--- src/rtl/wr_buf_pkg.sv ---
package wr_buf_pkg;

    // Memory-side arbiter state
    typedef enum logic [1:0] {
        ARB_IDLE  = 2'd0,
        ARB_WRITE = 2'd1,
        ARB_READ  = 2'd2
    } arb_state_e;

endpackage

--- src/rtl/wr_buf_store.sv ---
// Circular storage of queued stores with head access and per-slot visibility
module wr_buf_store #(
    parameter int DEPTH = 4,
    parameter int AW    = 16,
    parameter int DW    = 32,
    localparam int PW   = (DEPTH > 1) ? $clog2(DEPTH) : 1,
    localparam int CW   = $clog2(DEPTH + 1)
) (
    input  logic                         clk,
    input  logic                         rst_n,
    input  logic                         push_en,
    input  logic [AW-1:0]                push_addr,
    input  logic [DW-1:0]                push_data,
    input  logic                         pop_en,
    output logic [AW-1:0]                head_addr,
    output logic [DW-1:0]                head_data,
    output logic [DEPTH-1:0][AW-1:0]     ent_addr,
    output logic [DEPTH-1:0]             ent_valid,
    output logic [CW-1:0]                count
);

    typedef struct packed {
        logic [DEPTH-1:0][AW-1:0] addr;
        logic [DEPTH-1:0][DW-1:0] data;
        logic [DEPTH-1:0]         valid;
        logic [PW-1:0]            wr_ptr;
        logic [PW-1:0]            rd_ptr;
        logic [CW-1:0]            count;
    } store_t;

    store_t st_q, st_d;

    function automatic logic [PW-1:0] ptr_next(input logic [PW-1:0] p);
        return (p == PW'(DEPTH - 1)) ? '0 : p + PW'(1);
    endfunction

    always_comb begin
        st_d = st_q;
        if (pop_en) begin
            st_d.valid[st_q.rd_ptr] = 1'b0;
            st_d.rd_ptr             = ptr_next(st_q.rd_ptr);
        end
        if (push_en) begin
            st_d.addr[st_q.wr_ptr]  = push_addr;
            st_d.data[st_q.wr_ptr]  = push_data;
            st_d.valid[st_q.wr_ptr] = 1'b1;
            st_d.wr_ptr             = ptr_next(st_q.wr_ptr);
        end
        unique case ({push_en, pop_en})
            2'b10:   st_d.count = st_q.count + CW'(1);
            2'b01:   st_d.count = st_q.count - CW'(1);
            default: st_d.count = st_q.count;
        endcase
    end

    always_ff @(posedge clk or negedge rst_n) begin
        if (!rst_n) begin
            st_q <= '0;
        end else begin
            st_q <= st_d;
        end
    end

    assign head_addr = st_q.addr[st_q.rd_ptr];
    assign head_data = st_q.data[st_q.rd_ptr];
    assign ent_addr  = st_q.addr;
    assign ent_valid = st_q.valid;
    assign count     = st_q.count;

endmodule

--- src/rtl/wr_buf_match.sv ---
// Parallel block-address comparison of a read against all queued stores
module wr_buf_match #(
    parameter int DEPTH = 4,
    parameter int AW    = 16,
    parameter int OFFS  = 2
) (
    input  logic [DEPTH-1:0][AW-1:0] ent_addr,
    input  logic [DEPTH-1:0]         ent_valid,
    input  logic                     push_en,
    input  logic [AW-1:0]            push_addr,
    input  logic [AW-1:0]            rd_addr,
    output logic                     rd_hit
);

    localparam logic [AW-1:0] BLK_MASK = ~((AW'(1) << OFFS) - AW'(1));

    logic [DEPTH-1:0] slot_hit;
    logic             push_hit;

    for (genvar i = 0; i < DEPTH; i++) begin : g_cmp
        assign slot_hit[i] = ent_valid[i] &&
                             (((ent_addr[i] ^ rd_addr) & BLK_MASK) == '0);
    end

    // a store entering this cycle is treated as already queued
    assign push_hit = push_en && (((push_addr ^ rd_addr) & BLK_MASK) == '0);
    assign rd_hit   = (|slot_hit) || push_hit;

endmodule

--- src/rtl/wr_buf_arb.sv ---
// Memory-side arbiter: one outstanding request, read first when hazard-free
module wr_buf_arb
    import wr_buf_pkg::*;
#(
    parameter int AW = 16,
    parameter int DW = 32,
    parameter int CW = 3
) (
    input  logic          clk,
    input  logic          rst_n,
    input  logic          rd_valid,
    input  logic [AW-1:0] rd_addr,
    input  logic          rd_hit,
    input  logic [CW-1:0] count,
    input  logic [AW-1:0] head_addr,
    input  logic [DW-1:0] head_data,
    input  logic          mem_ack,
    output logic          mem_req_valid,
    output logic          mem_req_we,
    output logic [AW-1:0] mem_req_addr,
    output logic [DW-1:0] mem_req_data,
    output logic          rd_ready,
    output logic          pop_en
);

    typedef struct packed {
        arb_state_e    st;
        logic [AW-1:0] addr;
        logic [DW-1:0] data;
    } arb_t;

    arb_t arb_q, arb_d;

    always_comb begin
        arb_d    = arb_q;
        pop_en   = 1'b0;
        rd_ready = 1'b0;
        unique case (arb_q.st)
            ARB_IDLE: begin
                if (rd_valid && !rd_hit) begin
                    arb_d.st   = ARB_READ;
                    arb_d.addr = rd_addr;
                    arb_d.data = '0;
                end else if (count != '0) begin
                    arb_d.st   = ARB_WRITE;
                    arb_d.addr = head_addr;
                    arb_d.data = head_data;
                end
            end
            ARB_WRITE: begin
                if (mem_ack) begin
                    pop_en   = 1'b1;
                    arb_d.st = ARB_IDLE;
                end
            end
            ARB_READ: begin
                if (mem_ack) begin
                    rd_ready = 1'b1;
                    arb_d.st = ARB_IDLE;
                end
            end
            default: arb_d.st = ARB_IDLE;
        endcase
    end

    always_ff @(posedge clk or negedge rst_n) begin
        if (!rst_n) begin
            arb_q <= '{st: ARB_IDLE, addr: '0, data: '0};
        end else begin
            arb_q <= arb_d;
        end
    end

    assign mem_req_valid = (arb_q.st != ARB_IDLE);
    assign mem_req_we    = (arb_q.st == ARB_WRITE);
    assign mem_req_addr  = arb_q.addr;
    assign mem_req_data  = arb_q.data;

endmodule

--- src/rtl/wr_buf.sv ---
// Store queue between a write-through cache and memory, with read hazard check
module wr_buf #(
    parameter int DEPTH = 4,
    parameter int AW    = 16,
    parameter int DW    = 32,
    parameter int OFFS  = 2
) (
    input  logic          clk,
    input  logic          rst_n,
    input  logic          push_valid,
    input  logic [AW-1:0] push_addr,
    input  logic [DW-1:0] push_data,
    output logic          push_ready,
    input  logic          rd_valid,
    input  logic [AW-1:0] rd_addr,
    output logic          rd_ready,
    output logic          mem_req_valid,
    output logic          mem_req_we,
    output logic [AW-1:0] mem_req_addr,
    output logic [DW-1:0] mem_req_data,
    input  logic          mem_ack
);

    localparam int CW = $clog2(DEPTH + 1);

    logic                     push_en;
    logic                     pop_en;
    logic                     rd_hit;
    logic [CW-1:0]            count;
    logic [AW-1:0]            head_addr;
    logic [DW-1:0]            head_data;
    logic [DEPTH-1:0][AW-1:0] ent_addr;
    logic [DEPTH-1:0]         ent_valid;

    assign push_ready = (count != CW'(DEPTH));
    assign push_en    = push_valid && push_ready;

    wr_buf_store #(
        .DEPTH (DEPTH),
        .AW    (AW),
        .DW    (DW)
    ) u_store (
        .clk       (clk),
        .rst_n     (rst_n),
        .push_en   (push_en),
        .push_addr (push_addr),
        .push_data (push_data),
        .pop_en    (pop_en),
        .head_addr (head_addr),
        .head_data (head_data),
        .ent_addr  (ent_addr),
        .ent_valid (ent_valid),
        .count     (count)
    );

    wr_buf_match #(
        .DEPTH (DEPTH),
        .AW    (AW),
        .OFFS  (OFFS)
    ) u_match (
        .ent_addr  (ent_addr),
        .ent_valid (ent_valid),
        .push_en   (push_en),
        .push_addr (push_addr),
        .rd_addr   (rd_addr),
        .rd_hit    (rd_hit)
    );

    wr_buf_arb #(
        .AW (AW),
        .DW (DW),
        .CW (CW)
    ) u_arb (
        .clk           (clk),
        .rst_n         (rst_n),
        .rd_valid      (rd_valid),
        .rd_addr       (rd_addr),
        .rd_hit        (rd_hit),
        .count         (count),
        .head_addr     (head_addr),
        .head_data     (head_data),
        .mem_ack       (mem_ack),
        .mem_req_valid (mem_req_valid),
        .mem_req_we    (mem_req_we),
        .mem_req_addr  (mem_req_addr),
        .mem_req_data  (mem_req_data),
        .rd_ready      (rd_ready),
        .pop_en        (pop_en)
    );

endmodule

--- config.mk ---
export PLATFORM = sky130hd
export DESIGN_NAME = wr_buf
export DESIGN_NICKNAME = d
export VERILOG_FILES = /design/src/rtl/wr_buf_pkg.sv /design/src/rtl/wr_buf_store.sv /design/src/rtl/wr_buf_match.sv /design/src/rtl/wr_buf_arb.sv /design/src/rtl/wr_buf.sv
export SDC_FILE = /design/constraint.sdc
export NUM_CORES = 1
export LEC_CHECK = 0
export BUFFER_PORTS_ARGS = -buffer_cell sky130_fd_sc_hd__clkbuf_2
export CAP_MARGIN = 40
export CORE_MARGIN = 3
export CORE_UTILIZATION = 45
export DETAILED_ROUTE_END_ITERATION = 7
export RECOVER_POWER = 25
export SYNTH_ARGS = -nofsm -noshare
export SYNTH_HDL_FRONTEND = slang
export SYNTH_SLANG_ARGS = --single-unit
--- constraint.sdc ---
create_clock -name clk -period 6.6 [get_ports clk]
set_input_delay 0.33 -clock clk [delete_from_list [all_inputs] [get_ports clk]]
set_output_delay 0.33 -clock clk [all_outputs]
set_load 0.005 [all_outputs]
After elaboration in Yosys (flattened, before gate mapping). Index checks and enable logic that the tools add are counted.

Register bits after elaboration: 253. Bits in latches: 0. RAM bits: 0. Bits in read-only memories: 0. Input bits: 69. Output and inout port bits: 52. Logic and storage cells: 91. Memories kept: 0.

Add/sub/neg operators: 4. $mul: 0. Div/mod/pow operators: 0. Order comparisons: 4. Equal/unequal tests: 9. Shift operators: 0. Mux-type cells: 26. Bitwise logic cells: 8. Reduce and logical (&&, ||, !) cells: 25.

Operator list (number): bitwise mux 128 bit (1); two-way mux 50 bit (2); logical NOT 16 bit (5); XOR 16 bit (5); binary-select mux 32 bit (select 2 bit) (1); bitwise mux 64 bit (1); demux 32 bit (select 2 bit) (1); two-way mux 32 bit (2); binary-select mux 16 bit (select 2 bit) (1); demux 16 bit (select 2 bit) (1); two-way mux 16 bit (2); logical AND 1 bit (9); == test 2 bit (second input constant) (4); < comparator 2 x 3 -> 1 bit (second input constant) (2); two-way mux 2 bit (3); two-way mux 6 bit (1); case mux 3 bit (2 select lines) (1); nonzero test 2 bit (3); two-way mux 1 bit (5); adder 2 x 1 -> 2 bit (second input constant) (2); bitwise AND 4 bit (1); demux 1 bit (select 2 bit) (2); == test 2 x 1 -> 1 bit (second input constant) (2); >= comparator 2 x 1 -> 1 bit (second input constant) (2); 16 further kinds (17).

Logic depth before layout (Yosys ltp). Gate-level depths: netlist (run 1).

Depth after elaboration: 9. Depth in mapped cells: 11.

Cells and area by module. From an unflattened synthesis (run 1), not the netlist that was laid out.

Cell total of the unflattened synthesis: 915. Area, all modules: 12929.9 µm².

By module, submodules not included: wr_buf_store (times used 1, cells an instance 590, area each 9389.0 µm², seq. area each 5079.9 µm²); wr_buf_arb (times used 1, cells an instance 212, area each 2603.7 µm², seq. area each 1251.2 µm²); wr_buf_match (times used 1, cells an instance 110, area each 922.1 µm², seq. area each 0.0 µm²); wr_buf (times used 1, cells an instance 3, area each 15.0 µm², seq. area each 0.0 µm²).

Least setup slack after synthesis (run 1). No wires, ideal clock.

Path type: flip-flop to flip-flop. Start: register u_store.st_q (netlist bit u_store.count[1]). End: register u_arb.arb_q (netlist bit u_arb.mem_req_data[22]). Data arrival time: 2.085 ns. Slack: 4.394 ns. Cell stages (with the launch flop): 12. Path through: dfrtp_1 or3b_1 and2_1 buf_2 nand4_1 o31a_1 and2_1 buf_6 o21ai_4 buf_6 buf_6 a22o_1.

Cells in the longest elaborated chain, start to end: 8. Elaborated cells on any way between the ends: 10. Those cells by class: eq/ne: 1; mux: 1; reduce/logical: 8.

Ends and longest elaborated chain: start, declared (RTL line wr_buf_store.sv:31) `store_t st_q, st_d;`; start signal, assigned (RTL line wr_buf_store.sv:60) `st_q <= st_d;`; != test 3 bit (*) (RTL line wr_buf.sv:35) `assign push_ready = (count != CW'(DEPTH));`; via push_ready (RTL line wr_buf.sv:13) `output logic push_ready,`; logical AND 1 bit (*) (RTL line wr_buf.sv:36) `assign push_en = push_valid && push_ready;`; logical AND 1 bit (*) (RTL line wr_buf_match.sv:26) `assign push_hit = push_en && (((push_addr ^ rd_addr) & BLK_MASK) == '0);`; logical OR 1 bit (*) (RTL line wr_buf_match.sv:27) `assign rd_hit = (|slot_hit) || push_hit;`; logical NOT 1 bit (*) (RTL line wr_buf_arb.sv:40) `if (rd_valid && !rd_hit) begin`; logical AND 1 bit (*) (RTL line wr_buf_arb.sv:40); nonzero test 2 bit (no line); AND reduction 2 bit (no line); end signal, assigned (RTL line wr_buf_arb.sv:68) `arb_q <= '{st: ARB_IDLE, addr: '0, data: '0};`; end signal, assigned (RTL line wr_buf_arb.sv:70) `arb_q <= arb_d;`; end, declared (RTL line wr_buf_arb.sv:32) `arb_t arb_q, arb_d;`.

The timed path passes the listed nets; every way through them passes the cells marked *. A chain may end at the register's enable or synchronous reset.

Final worst setup path (run 1).
Start: register u_store.st_q (netlist bit u_store.count[2]). End: register u_arb.arb_q (netlist bit u_arb.mem_req_addr[10]).

Cells in the longest elaborated chain, start to end: 8. Elaborated cells on any way between the ends: 10. Those cells by class: eq/ne: 1; mux: 1; reduce/logical: 8.

Ends and longest elaborated chain (RTL line): != test 3 bit (wr_buf.sv:35); logical AND 1 bit (wr_buf.sv:36); logical AND 1 bit (wr_buf_match.sv:26); logical OR 1 bit (wr_buf_match.sv:27); logical NOT 1 bit (wr_buf_arb.sv:40); logical AND 1 bit (wr_buf_arb.sv:40); nonzero test 2 bit (no line); AND reduction 2 bit (no line).

Several ways; a longest one is shown, not always the timed one.

==> impl_metrics.yaml, run 1 <==
timing:
  finalSetupViolCount: 0
  tightest_slew_ns: 0.874
  rsz0062_at_grt: "false"
  final.setup_skew_ns: 0.00846
  period_share_pct: 49.3
  min_period_ns: 3.25
  report.final.slew_viol_count: 0
  fin_tns_setup_ns: 0
  finalHoldViolCount: 0
  hold_ws_ns: 0.0703
  maxSlewHeadroom_pct: 41.8
  fmax_mhz: 307
critical_path:
  required_ns: 6.99
  crit_type: "flop to flop"
  slowest_delay_ns: 0.58
  critPathMaxFanout: 33
  crit_top_cell: "and2_1"
  arrival_ns: 3.64
  crit_chain: "or3b_1 -> and2_1 -> nand4_1 -> o31a_1 -> and2_1 -> o21ai_4 -> buf_4 -> a221oi_1"
  cp-start-kind: "flop"
  crit_slowest_cell: "o21ai_4"
  endpoint_kind: "flop"
clock_tree:
  clkTransAtPathRegs_ns: 0.06
  cts_sinks: 253
  cts_tree: "done"
  cts_buffer_depth: 3
  cts_root_buf: "clkbuf_16"
  post_cts_resized: 0
  insertion_delay_ns: 0.54
  cts_made_buffers: 28
  htreeDepth: 1
finish:
  area_delta_synth_final_pct: 11.5
  antenna_cells: 0
  nNetsFinal: 999
  final_util_pct: 51.4
  fillers: 2276
  drive_above_1_share_pct: 44.5
  final_cell_area_mm2: 0.0135
synth:
  yosysWarningCount: 0
  synthXorXnorAreaFrac_pct: 5.28
  synth_flop_cell: "dfrtp_1"
  synth_nets: 948
  synth_top_family_by_area: "multiplexers"
  ys_seq_elements: 253
  synth_simple_gate_area_share_pct: 3.69
  synth_edf_count: 0
  syn_avg_cell_area_um2: 14.0
  synth_cell_types: 34
  synthArstFlopShare_pct: 100
  synthAdderAreaFrac_pct: 1.41
  synthMuxAreaShare_pct: 26.9
  synth_cells: 866
  seq_area_frac_synth_pct: 52.3
  syn_area_mm2: 0.0121
  synth_compound_area_share_pct: 4.10
route:
  wl_per_cell_um: 21.2
  drt-total-wl_um: 27000
  via_count: 7039
  drc: 0
  drtIter0Drc: 385
  drt-pass1-iter-count: 4
  ant_nets: 0
  vias_per_cell: 5.53
global_routing:
  gr-total-overflow: 0
  grt_pass1_wl_um: 43000
  track_usage_pct: 18.9
  grt_pass1_vias: 7455
  antenna_found_initial: 0
  grt_max_degree: 142
placed_design:
  io_buffers: 120
  gp_congestion: 0.831
  dpl_cell_area_mm2: 0.0126
  hpwl_um: 17100
power_and_ir_drop:
  finalPower_w: 0.00695
  p_clk_share_pct: 22.0
  p_int_w: 0.00472
  powerDensity_mw_per_mm2: 515
  ir_drop_mv: 0.265
  seq_power_share_pct: 41.4
  sw_frac_of_total_pct: 32.1
  p_leak_nw: 5.87
  comb_power_share_pct: 36.7
  power_switching_w: 0.00223
floorplanning:
  rows: 59
  initial_utilization_pct: 46.0
  core_mm2: 0.0263
  io_pins: 121
  die_h_um: 170
  dieArea_mm2: 0.0289
  die_w_um: 170
run:
  drv_cap: 0
worst_hold_path:
  hold_class: "primary input to flop"
status:
  status: "finished clean"
[synthesized netlist by cell type, drive strengths merged, types with 4 or more instances]
master	instances	share of area, %
a221oi	16	1.2
nor3	16	0.66
clkbuf	26	0.81
xnor2	67	4.8
and2	4	0.21
nor2	18	0.56
nand3	4	0.17
inv	27	0.84
dfrtp	253	52
o21ai	5	0.30
buf	84	4.7
a22o	32	2.3
nand2	23	0.73
xor2	6	0.43
ha	12	1.2
mux4	48	8.9
nand4	15	0.78
nor4	6	0.31
mux2	193	18
[registers in the layout (all words and copies together), names as in the netlist]
name and flops:
u_store.st_q 132, u_store.ent_addr 64, u_arb.mem_req_data 32, u_arb.mem_req_addr 16, u_store.ent_valid 4, u_store.count 3, u_arb.arb_q 2
[through the flow]
stage | cells | setup slack (ns)
final | 1273 | 3.35
after global routing | 1273 | 3.11
after CTS | 1273 | 3.31
after detailed placement | 1221 | 3.30
after global placement | 1220 | 3.38
after floorplan | 866 | 4.39
[layout by cell type, fill, tap and decap left out, types with 5 or more instances in the layout]
| master | instances |
|---|---|
| nand2_2 | 5 |
| a22o_1 | 32 |
| nand2_1 | 18 |
| nor3_1 | 16 |
| a221oi_1 | 15 |
| clkbuf_1 | 15 |
| dfrtp_1 | 251 |
| nor2_1 | 18 |
| clkbuf_16 | 28 |
| mux2_2 | 193 |
| mux4_2 | 48 |
| ha_1 | 12 |
| clkbuf_2 | 109 |
| nor4_1 | 6 |
| xnor2_1 | 67 |
| buf_4 | 8 |
| clkbuf_8 | 7 |
| inv_1 | 27 |
| nand4_1 | 15 |
| clkinv_2 | 7 |
| xor2_1 | 6 |
[critical path, delay by kind of cell, from the launching register on]
kind                   cells  cell delay [ns]
AOI/OAI and AO/OA          3             1.03
buffers and inverters      1             0.49
DFF                        1             0.39
and+or+nand+nor            4             1.16
[area by class of cell]
| type | count | area (µm²) | share of cell area (%) |
|---|---|---|---|
| repair buffers | 131 | 703 | 5.21 |
| clock buffers | 40 | 816 | 6.04 |
| well taps | 335 | 419 | 3.11 |
| clock inverters | 11 | 100 | 0.742 |
| multi-input cells | 476 | 5020 | 37.2 |
| flip-flops and latches | 253 | 6340 | 47.0 |
| inverters | 27 | 101 | 0.751 |
[path summary, 6_finish.rpt]
path	cells after the start	to	startpoint	slack [ns]
setup / recovery	8	u_arb.mem_req_addr[10]$_DFFE_PN0P_	u_store.count[2]$_DFFE_PN0P_	3.35
hold / removal	2	u_store.st_q[124]$_DFFE_PN0P_	push_data[17]	0.07
setup reg to reg	8	u_arb.mem_req_addr[10]$_DFFE_PN0P_	u_store.count[2]$_DFFE_PN0P_	3.35
hold reg to reg	1	u_store.count[2]$_DFFE_PN0P_	u_store.count[2]$_DFFE_PN0P_	0.48
max in group asynchronous	3	u_store.st_q[3]$_DFFE_PN0P_	rst_n	4.83
min in group asynchronous	2	u_arb.arb_q[48]$_DFFE_PN0P_	rst_n	0.47
[kinds of logic (layout without fill, tap and decap cells)]
kind of cell | Yosys count | count (layout)
multiplexers | 241 | 241
flip-flops | 253 | 253
buffers and inverters | 137 | 209
adder cells (fa/ha/maj) | 13 | 13
AND/OR/NAND/NOR | 91 | 91
AO/OA/AOI/OAI | 58 | 58
XOR/XNOR | 73 | 73
[power groups by stage]
stage | Sequential, W | Clock (W) | Combinational (W)
after floorplan | 0.00264 | 0 | 0.00224
after global placement | 0.00288 | 0 | 0.00253
after detailed placement | 0.00290 | 0 | 0.00259
after CTS | 0.00288 | 0.00157 | 0.00260
after global routing | 0.00298 | 0.00164 | 0.00279
final | 0.00287 | 0.00153 | 0.00255
[per-layer routing]
metal  global-route usage (%)  wire (µm)  vias to the layer above  part of all wire [%]
met3                     3.62       1510                       35                   5.6
met1                     26.5      12100                     3673                    45
li1                         -          -                     3168                     -
met4                     3.77        455                        0                   1.7
met2                     31.3      12900                      163                    48
met5                        0          0                        -                     0
[what timing repair did]
action	4_1_cts	5_1_grt
endpoints found under the hold margin	112	0
hold buffers	1	0
setup endpoints to repair	0	0
setup buffers	0	0
Power figures use the tool's default switching activity.
==> inputs of run 2 (changes only) <==
==> constraint.sdc (replaced) <==
create_clock -name clk -period 3.3 [get_ports clk]
set_input_delay 0.165 -clock clk [delete_from_list [all_inputs] [get_ports clk]]
set_output_delay 0.165 -clock clk [all_outputs]
set_load 0.005 [all_outputs]
==> run 2 against run 1 <==
The flow now finishes with violations (max-capacitance violations, max-slew violations). Final cell count is 4.6% higher. Wire length up 0.31%. Clock power grew 90%. Die area unchanged. Fmax up 29%. First-iteration DRC count increased by 4.9%. Worst hold slack lost 0.036 ns. Sequential share of layout area down 2.0 points. Non-clock buffer count up 61. Clock skew grew 0.0097 ns. Design area rose by 4.3%. Clock-buffer cell count rose by 2. Critical path type unchanged. Largest cell class unchanged. Largest power group unchanged.
==> impl_metrics.yaml, run 2 (synthesis results as in run 1) <==
power_and_ir_drop:
  power_switching_w: 0.00443
  powerDensity_mw_per_mm2: 988
  p_clk_share_pct: 20.9
  p_leak_nw: 6.16
  finalPower_w: 0.0139
  ir_drop_mv: 0.550
  p_int_w: 0.00947
  comb_power_share_pct: 38.5
  seq_power_share_pct: 40.5
  sw_frac_of_total_pct: 31.9
floorplanning:
  dieArea_mm2: 0.0289
  initial_utilization_pct: 46.0
  io_pins: 121
  die_w_um: 170
  rows: 59
  die_h_um: 170
  core_mm2: 0.0263
critical_path:
  crit_top_cell: "and2_1"
  required_ns: 3.69
  path_buf_inv: 1
  critPathMaxFanout: 40
  slowest_delay_ns: 0.40
  timing.critical_path.from: "u_store.count[2]$_DFFE_PN0P_"
  crit_chain: "or3b_1 -> and2_1 -> nand4_1 -> o31a_1 -> and2_1 -> o21ai_4 -> buf_12 -> a221oi_1"
  r2r_start: "u_store.count[2]$_DFFE_PN0P_"
  arrival_ns: 2.91
  cp-start-kind: "flop"
  endpoint_kind: "flop"
  crit_type: "flop to flop"
  crit_slowest_cell: "and2_1"
  cp_top_family: "simple AND/OR/NAND/NOR gates"
route:
  drt-total-wl_um: 27100
  via_count: 7233
  drtIter0Drc: 404
  ant_nets: 0
  drc: 0
  wl_per_cell_um: 20.3
  vias_per_cell: 5.43
  drt-pass1-iter-count: 4
placed_design:
  io_buffers: 120
  dpl_cell_area_mm2: 0.0127
  hpwl_um: 17400
  gp_congestion: 0.870
status:
  status: "complete, but fails checks"
  violations: "max-capacitance violations, max-slew violations"
global_routing:
  antenna_found_initial: 0
  grt_pass1_vias: 7623
  track_usage_pct: 19.1
  grt_max_degree: 82
  grt_pass1_wl_um: 43600
  gr-total-overflow: 0
timing:
  fin_tns_setup_ns: 0
  finalHoldViolCount: 0
  min_period_ns: 2.52
  finalSetupViolCount: 0
  hold_ws_ns: 0.0345
  period_share_pct: 76.4
  rsz0062_at_grt: "false"
  report.final.slew_viol_count: 80
  maxSlewHeadroom_pct: -41.3
  tightest_slew_ns: 2.12
  fmax_mhz: 397
  final.setup_skew_ns: 0.0181
clock_tree:
  insertion_delay_ns: 0.53
  cts_made_buffers: 27
  clkTransAtPathRegs_ns: 0.06
  htreeDepth: 1
  cts_tree: "done"
  cts_sinks: 253
  cts_buffer_depth: 3
  cts_root_buf: "clkbuf_16"
worst_hold_path:
  hold_class: "primary input to flop"
  min-delay-start: "mem_ack"
run:
  drv_cap: 1
finish:
  area_delta_synth_final_pct: 16.3
  final_cell_mix: "251 x dfrtp_1, 193 x mux2_2, 120 x clkbuf_2, 67 x xnor2_1, 51 x dlygate4sd3_1"
  top_register: "u_store.st_q"
  nNetsFinal: 1059
  largest_register_ffs: 132
  antenna_cells: 0
  final_common_cell: "dfrtp_1"
  final_cell_area_mm2: 0.0141
  drive_above_1_share_pct: 43.6
[run 2: routing by layer]
layer  track usage (%)  vias to the layer above  share of wire (%)
met3              2.88                       33                4.0
li1                  -                     3283                  -
met2              30.9                      138                 47
met5                 0                        -                  0
met1              27.6                     3779                 47
met4              4.23                        0                1.8
[run 2: metrics by stage]
stage	cells	setup WS, ns	utilization (%)
finish	1332	0.780	53.6
global route	1332	0.530	53.6
floorplan	866	1.09	-
CTS	1332	0.771	53.6
global placement	1232	0.814	48.4
detailed placement	1232	0.784	48.4
[run 2: power by group through the flow]
| stage | clock (W) | sequential (W) | combinational [W] |
|---|---|---|---|
| 2_1_floorplan | 0 | 0.00528 | 0.00448 |
| 3_3_place_gp | 0 | 0.00564 | 0.00530 |
| 3_5_place_dp | 0 | 0.00568 | 0.00541 |
| 4_1_cts | 0.00299 | 0.00564 | 0.00545 |
| 5_1_grt | 0.00311 | 0.00584 | 0.00586 |
| 6_report | 0.00291 | 0.00564 | 0.00536 |
[run 2: timing repair]
item	CTS	global route
hold buffers	51	0
endpoints found under the hold margin	270	0
setup buffers	0	0
resized for setup	0	0
[run 2: worst paths after layout]
kind	endpoint	slack (ns)	cells past startpoint
setup / recovery	u_arb.mem_req_addr[7]$_DFFE_PN0P_	0.78	8
max in group asynchronous	u_store.st_q[3]$_DFFE_PN0P_	0.99	2
hold / removal	u_arb.arb_q[48]$_DFFE_PN0P_	0.03	3
hold reg to reg	u_store.count[2]$_DFFE_PN0P_	0.47	1
min in group asynchronous	u_store.ent_addr[3]$_DFFE_PN0P_	0.75	2
setup reg to reg	u_arb.mem_req_addr[7]$_DFFE_PN0P_	0.78	8
[run 2: layout make-up]
class	instances	area, µm²
Clock buffer	42	822
Timing Repair Buffer	192	1340
Clock inverter	7	37.5
Inverter	27	101
Sequential cell	253	6340
Fill cell	2239	12200
Multi-Input combinational cell	476	5020
Tap cell	335	419
[run 2: worst min-delay path, stage by stage]
cell and delay [ns]:
clkbuf_2 0.10, nand2b_1 0.17, a21oi_1 0.09
